==> config.mk <==
export PLATFORM = sky130hd
export DESIGN_NAME = pager_mode_ctrl
export DESIGN_NICKNAME = d
export VERILOG_FILES = /design/src/rtl/pmc_pkg.sv /design/src/rtl/pmc_batch_timer.sv /design/src/rtl/pmc_miss_tracker.sv /design/src/rtl/pmc_mode_fsm.sv /design/src/rtl/pager_mode_ctrl.sv
export SDC_FILE = /design/constraint.sdc
export NUM_CORES = 1
export LEC_CHECK = 0
export BUFFER_PORTS_ARGS = -buffer_cell sky130_fd_sc_hd__buf_2
export CORE_UTILIZATION = 49
export CTS_BUF_LIST = sky130_fd_sc_hd__clkbuf_4 sky130_fd_sc_hd__clkbuf_8 sky130_fd_sc_hd__clkbuf_16
export CTS_CLUSTER_SIZE = 24
export DETAILED_ROUTE_END_ITERATION = 10
export GPL_TIMING_DRIVEN = 0
export PLACE_DENSITY_LB_ADDON = 0.12
export SYNTH_ARGS = -nofsm -noshare
export SYNTH_HDL_FRONTEND = slang
export SYNTH_SLANG_ARGS = --single-unit
==> constraint.sdc <==
create_clock -name clk -period 2.56 [get_ports clk]
set_input_delay 0.256 -clock clk [delete_from_list [all_inputs] [get_ports clk]]
set_output_delay 0.256 -clock clk [all_outputs]
set_load 0.01 [all_outputs]
==> src/rtl/pmc_pkg.sv <==
package pmc_pkg;
  typedef enum logic [1:0] {
    M_SWON = 2'd0,
    M_IDLE = 2'd1,
    M_PRE  = 2'd2,
    M_LOCK = 2'd3
  } mode_t;
endpackage

==> src/rtl/pmc_batch_timer.sv <==
module pmc_batch_timer #(
  parameter int CW_BITS      = 32,
  parameter int FRAMES       = 8,
  parameter int CW_PER_FRAME = 2,
  localparam int FRAME_BITS  = CW_BITS * CW_PER_FRAME,
  localparam int REGION      = FRAMES * FRAME_BITS,
  localparam int BATCH       = REGION + CW_BITS,
  localparam int PW          = $clog2(BATCH),
  localparam int FW          = $clog2(FRAMES)
) (
  input  logic          clk,
  input  logic          rst,
  input  logic          run,
  input  logic          bit_en,
  input  logic          align,
  output logic [FW-1:0] frame_no,
  output logic          in_sync_slot
);
  localparam logic [PW-1:0] LAST  = PW'(BATCH - 1);
  localparam logic [PW-1:0] SLOT0 = PW'(REGION);

  logic [PW-1:0] pos_q;

  always_ff @(posedge clk) begin
    if (rst)                pos_q <= '0;
    else if (align)         pos_q <= '0;
    else if (run && bit_en) pos_q <= (pos_q == LAST) ? '0 : pos_q + 1'b1;
  end

  always_comb begin
    in_sync_slot = (pos_q >= SLOT0);
    frame_no     = in_sync_slot ? '0 : FW'(pos_q / PW'(FRAME_BITS));
  end

  assert_pos_range_R6: assert property (@(posedge clk) disable iff (rst)
    pos_q <= LAST);
  assert_align_R10: assert property (@(posedge clk) disable iff (rst)
    align |=> (pos_q == '0));
endmodule

==> src/rtl/pmc_miss_tracker.sv <==
module pmc_miss_tracker (
  input  logic clk,
  input  logic rst,
  input  logic in_lock,
  input  logic sync_det,
  input  logic sync_win,
  output logic second_miss
);
  logic [1:0] miss_q;

  always_ff @(posedge clk) begin
    if (rst || !in_lock)            miss_q <= 2'd0;
    else if (sync_det)              miss_q <= 2'd0;
    else if (sync_win && miss_q != 2'd2) miss_q <= miss_q + 2'd1;
  end

  assign second_miss = in_lock && sync_win && !sync_det && (miss_q != 2'd0);

  assert_miss_sat_R7: assert property (@(posedge clk) disable iff (rst)
    miss_q != 2'd3);
  assert_miss_clear_R7: assert property (@(posedge clk) disable iff (rst)
    sync_det |=> (miss_q == 2'd0));
endmodule

==> src/rtl/pmc_mode_fsm.sv <==
module pmc_mode_fsm
  import pmc_pkg::*;
#(
  parameter int TIMEOUT_BITS = 100,
  parameter int FW           = 3,
  localparam int TW          = $clog2(TIMEOUT_BITS + 1)
) (
  input  logic          clk,
  input  logic          rst,
  input  logic          bit_en,
  input  logic          id_done,
  input  logic          rate_err,
  input  logic          pre_det,
  input  logic          sync_det,
  input  logic          msg_active,
  input  logic          second_miss,
  input  logic          in_sync_slot,
  input  logic [FW-1:0] frame_no,
  input  logic [FW-1:0] frame_sel,
  output mode_t         mode_q,
  output logic          rx_on_q,
  output logic          align
);
  mode_t         mode_n;
  logic          id_loaded_q, just_left_q;
  logic [TW-1:0] tmo_q;
  logic          counting, tmo, lock_on;

  always_comb begin
    counting = (mode_q == M_SWON && id_loaded_q) || mode_q == M_PRE;
    tmo      = counting && bit_en && (tmo_q == TW'(TIMEOUT_BITS - 1));
    mode_n   = mode_q;
    unique case (mode_q)
      M_SWON: if (id_loaded_q) begin
        if (sync_det)             mode_n = M_LOCK;
        else if (pre_det)         mode_n = M_PRE;
        else if (rate_err || tmo) mode_n = M_IDLE;
      end
      M_IDLE: begin
        if (just_left_q && sync_det) mode_n = M_LOCK;
        else if (pre_det)            mode_n = M_PRE;
      end
      M_PRE: begin
        if (sync_det)            mode_n = M_LOCK;
        else if (tmo && !pre_det) mode_n = M_IDLE;
      end
      M_LOCK: if (second_miss && !msg_active)
        mode_n = pre_det ? M_PRE : M_IDLE;
      default: mode_n = M_SWON;
    endcase
    align   = sync_det && (mode_n == M_LOCK);
    lock_on = (frame_sel == '0) || msg_active || in_sync_slot || (frame_no == frame_sel);
  end

  always_ff @(posedge clk) begin
    if (rst) begin
      mode_q      <= M_SWON;
      rx_on_q     <= 1'b0;
      id_loaded_q <= 1'b0;
      just_left_q <= 1'b0;
      tmo_q       <= '0;
    end else begin
      mode_q      <= mode_n;
      rx_on_q     <= (mode_q == M_LOCK) ? lock_on : (mode_q != M_SWON);
      just_left_q <= (mode_q == M_LOCK) && (mode_n != M_LOCK);
      if (mode_q == M_SWON && id_done) id_loaded_q <= 1'b1;
      if (mode_n != mode_q || pre_det || !counting) tmo_q <= '0;
      else if (bit_en)                              tmo_q <= tmo_q + 1'b1;
    end
  end

  assert_hold_swon_R2: assert property (@(posedge clk) disable iff (rst)
    (mode_q == M_SWON && !id_loaded_q) |=> (mode_q == M_SWON));
  assert_lock_entry_R3: assert property (@(posedge clk) disable iff (rst)
    (mode_q != M_LOCK && !sync_det) |=> (mode_q != M_LOCK));
  assert_idle_hold_R4: assert property (@(posedge clk) disable iff (rst)
    (mode_q == M_IDLE && !just_left_q && !pre_det) |=> (mode_q == M_IDLE));
  assert_fsel_zero_R5: assert property (@(posedge clk) disable iff (rst)
    (mode_q == M_LOCK && frame_sel == '0) |=> rx_on_q);
  assert_msg_hold_R8: assert property (@(posedge clk) disable iff (rst)
    (mode_q == M_LOCK && msg_active) |=> (mode_q == M_LOCK));
endmodule

==> src/rtl/pager_mode_ctrl.sv <==
module pager_mode_ctrl
  import pmc_pkg::*;
#(
  parameter int CW_BITS      = 32,
  parameter int FRAMES       = 8,
  parameter int CW_PER_FRAME = 2,
  parameter int TIMEOUT_BITS = 100,
  localparam int FW          = $clog2(FRAMES)
) (
  input  logic          clk,
  input  logic          rst,
  input  logic          bit_en,
  input  logic          id_done,
  input  logic          rate_err,
  input  logic          pre_det,
  input  logic          sync_det,
  input  logic          sync_win,
  input  logic          msg_active,
  input  logic [FW-1:0] frame_sel,
  output logic [1:0]    mode,
  output logic          rx_on,
  output logic [FW-1:0] frame_no
);
  mode_t mode_q;
  logic  align, second_miss, in_sync_slot, in_lock;

  assign in_lock = (mode_q == M_LOCK);
  assign mode    = mode_q;

  pmc_batch_timer #(
    .CW_BITS(CW_BITS), .FRAMES(FRAMES), .CW_PER_FRAME(CW_PER_FRAME)
  ) u_timer (
    .clk(clk), .rst(rst), .run(in_lock), .bit_en(bit_en), .align(align),
    .frame_no(frame_no), .in_sync_slot(in_sync_slot)
  );

  pmc_miss_tracker u_miss (
    .clk(clk), .rst(rst), .in_lock(in_lock), .sync_det(sync_det),
    .sync_win(sync_win), .second_miss(second_miss)
  );

  pmc_mode_fsm #(.TIMEOUT_BITS(TIMEOUT_BITS), .FW(FW)) u_fsm (
    .clk(clk), .rst(rst), .bit_en(bit_en), .id_done(id_done),
    .rate_err(rate_err), .pre_det(pre_det), .sync_det(sync_det),
    .msg_active(msg_active), .second_miss(second_miss),
    .in_sync_slot(in_sync_slot), .frame_no(frame_no), .frame_sel(frame_sel),
    .mode_q(mode_q), .rx_on_q(rx_on), .align(align)
  );
endmodule

==> impl_metrics.ini <==
[status]
outcome = completed

[critical_path]
crit_slowest_cell = or3b_4
worstSetupStartpointType = register
path_cells = inv_1 -> ha_1 -> or3b_4 -> o311ai_4 -> o22ai_2 -> buf_6 -> a2111oi_2
crit_path_max_incr_delay_ps = 420
reg2reg_depth = 7
worstPathArrival_ps = 2420
timing.rr.start = u_miss.miss_q[0]
path_max_fanout = 10
crit_type = register to register
cp.required_ps = 2760
worst_r2r_endpoint = u_timer.pos_q[6]
rrSetupSlack_ps = 350
setup.worst_path.end_class = register

[detailed_routing]
viasPerCell = 5.630
drc = 0
via_count = 1126
drt_first_pass_iters = 4
wirelength_um = 2582
routedWlPerCell_um = 12.91
drt_iter0_drc = 11
ant_nets = 0

[finish]
fin_nets = 188
layout-drive-gt1-share_pct = 19.41
fin_area_sq_um = 1525
layout_common_cells = dfxtp_1 (24), buf_2 (18), nor3_1 (12)
final_common_cell = dfxtp_1
diodes = 0
stdcell_count = 200
syn_to_final_growth_pct = 10.82

[place]
dpl.cell_count = 196
place_area_sq_um = 1489
routabilityCongestion = 0.7557
place_ws_ps = 371.7
io_buffers = 15
dp_hpwl_um = 1984

[timing]
fin_skew_ps = 8.757
rsz0062_at_grt = false
timing_max_transition_violations_final = 0
fmax_mhz = 451.6
tightest_slew_ps = 590.1
min_period_ps = 2214
setup_viol = 0
setup_ws_ps = 345.5
hold_viol_final = 0
fin_setup_tns_ps = 0
timing.final.crit_share_pct = 86.50
slew_headroom_pct = 60.66

[clock_network]
cts_hold_buf = 0
root_buffer = clkbuf_4
cts_tree = built
cts_buffer_depth = 2
cts_resized = 0
cts.reportedPaths.clkPinSlew_ps = 140
clock_latency_ps = 310
cts_htree_levels = 1
clock_sinks = 24
postCtsSetupBuffers = 0
cts_buffers = 3

[floorplanning]
dieArea_sq_um = 3025
start_util_pct = 53.61
die_h_um = 55
row_count = 18
core_area_sq_um = 2567
ios = 18
die_w_um = 55

[synthesis]
syn-cell-area_sq_um = 1376
syn_avg_cell_area_sq_um = 9.115
synthArstFlopShare_pct = 0
synth_ff_type = dfxtp_1
synth_warnings = 0
synth_edf_count = 0
ys_ff_latch = 24
syn-num-nets = 168
ys_seq_area_share_pct = 34.91
synth_cell_types = 37
synthesis.instances = 151

[power_and_ir_drop]
p_per_area_nw_per_um2 = 501.5
irDropWorstVdd_v = 0.0003399
p_leak_nw = 0.5486

[hold_path]
whs_endpoint = u_fsm.id_loaded_q
hold_path.class = primary input to register
min_path_cells = 3
hp-start = id_done

[run]
maxCapViolations = 0

[grt]
antenna_found_initial = 0
grt_pass1_wl_um = 4319
grt_usage_pct = 19.95
grt_start_max_net_pins = 14
gr-total-overflow = 0
grt_pass1_vias = 1018
[synth_stat cells, types with 4 or more instances]
master	instances	area (sq um)
nand4_1	6	37.54
clkbuf_1	4	15.01
a211oi_1	4	30.03
nor2b_1	5	31.28
nor2_1	9	33.78
nand3_1	4	20.02
xnor2_1	10	87.58
ha_1	5	62.56
nor3_1	12	60.06
nor4_1	4	25.02
a21oi_1	6	30.03
nand2_1	10	37.54
inv_1	6	22.52
xor2_1	9	78.83
and3_1	4	25.02
dfxtp_1	24	480.5
[cell families (layout without fill, tap and decap cells)]
| family | count (synthesis) | count (layout) | share of synthesized area [%] |
|---|---|---|---|
| buffers and inverters | 15 | 34 | 5.454 |
| flip-flops | 24 | 24 | 34.91 |
| AND/OR/NAND/NOR | 60 | 60 | 23.55 |
| XOR/XNOR | 19 | 19 | 12.09 |
| multiplexers | 1 | 1 | 0.7273 |
| AO/OA/AOI/OAI | 27 | 27 | 18.73 |
| adder cells (fa/ha/maj) | 5 | 5 | 4.545 |
[cell type report]
cell class                      count  area, sq um
Inverter                            6        22.52
Sequential cell                    24        480.5
Clock buffer                        4        36.28
Multi-Input combinational cell    112        820.8
Tap cell                           30        37.54
Buffer                              9        52.55
Fill cell                         243         1042
Timing Repair Buffer               15        75.07
[worst max-delay path by stage]
stage                     depth (start not counted)        startpoint  slack (ps)               end
after floorplan                                   7  u_miss.miss_q[0]         580  u_timer.pos_q[5]
after global placement                            7  u_miss.miss_q[0]         480  u_timer.pos_q[6]
after detailed placement                          7  u_miss.miss_q[0]         370  u_timer.pos_q[6]
after CTS                                         7  u_miss.miss_q[0]         340  u_timer.pos_q[6]
after global routing                              7  u_miss.miss_q[0]         220  u_timer.pos_q[6]
final                                             7  u_miss.miss_q[0]         350  u_timer.pos_q[6]
[routing by layer]
metal	up-vias	track usage (%)	part of all wire (%)
met3	2	2.459	1.8
met4	0	6.250	0.50
met5	-	0	0
met2	7	34.74	49
met1	533	25.42	49
li1	584	-	-
[where the power goes]
group / switching, mW / internal (mW)
Clock: 0.112 / 0.0867
Combinational: 0.106 / 0.0673
Sequential: 0.00777 / 0.385
Total: 0.226 / 0.539
[worst max-delay path, delay by kind of cell, from the launching register on]
family	cells	cell delay, ps
AOI/OAI and AO/OA	3	880
buffers and inverters	2	240
adders and majority gates	1	190
and+or+nand+nor	1	420
DFF	1	370
[through the flow]
step                      hold slack (ps)  util (%)  power [mW]
after detailed placement            514.4     57.99      0.5748
after global routing                190.4     59.41      0.8056
final                               182.5     59.41      0.7649
after global placement              498.0     57.99      0.5727
after floorplan                     396.7         -      0.5321
after CTS                           180.3     59.41      0.7727
[sequential cells by signal, indices dropped and copies added, names as in the netlist]
name	cells
u_timer.pos_q	10
u_fsm.tmo_q	7
u_fsm.mode_q	2
u_miss.miss_q	2
u_fsm.id_loaded_q	1
u_fsm.just_left_q	1
u_fsm.rx_on_q	1
No activity file was read; power rests on OpenSTA's default activity.
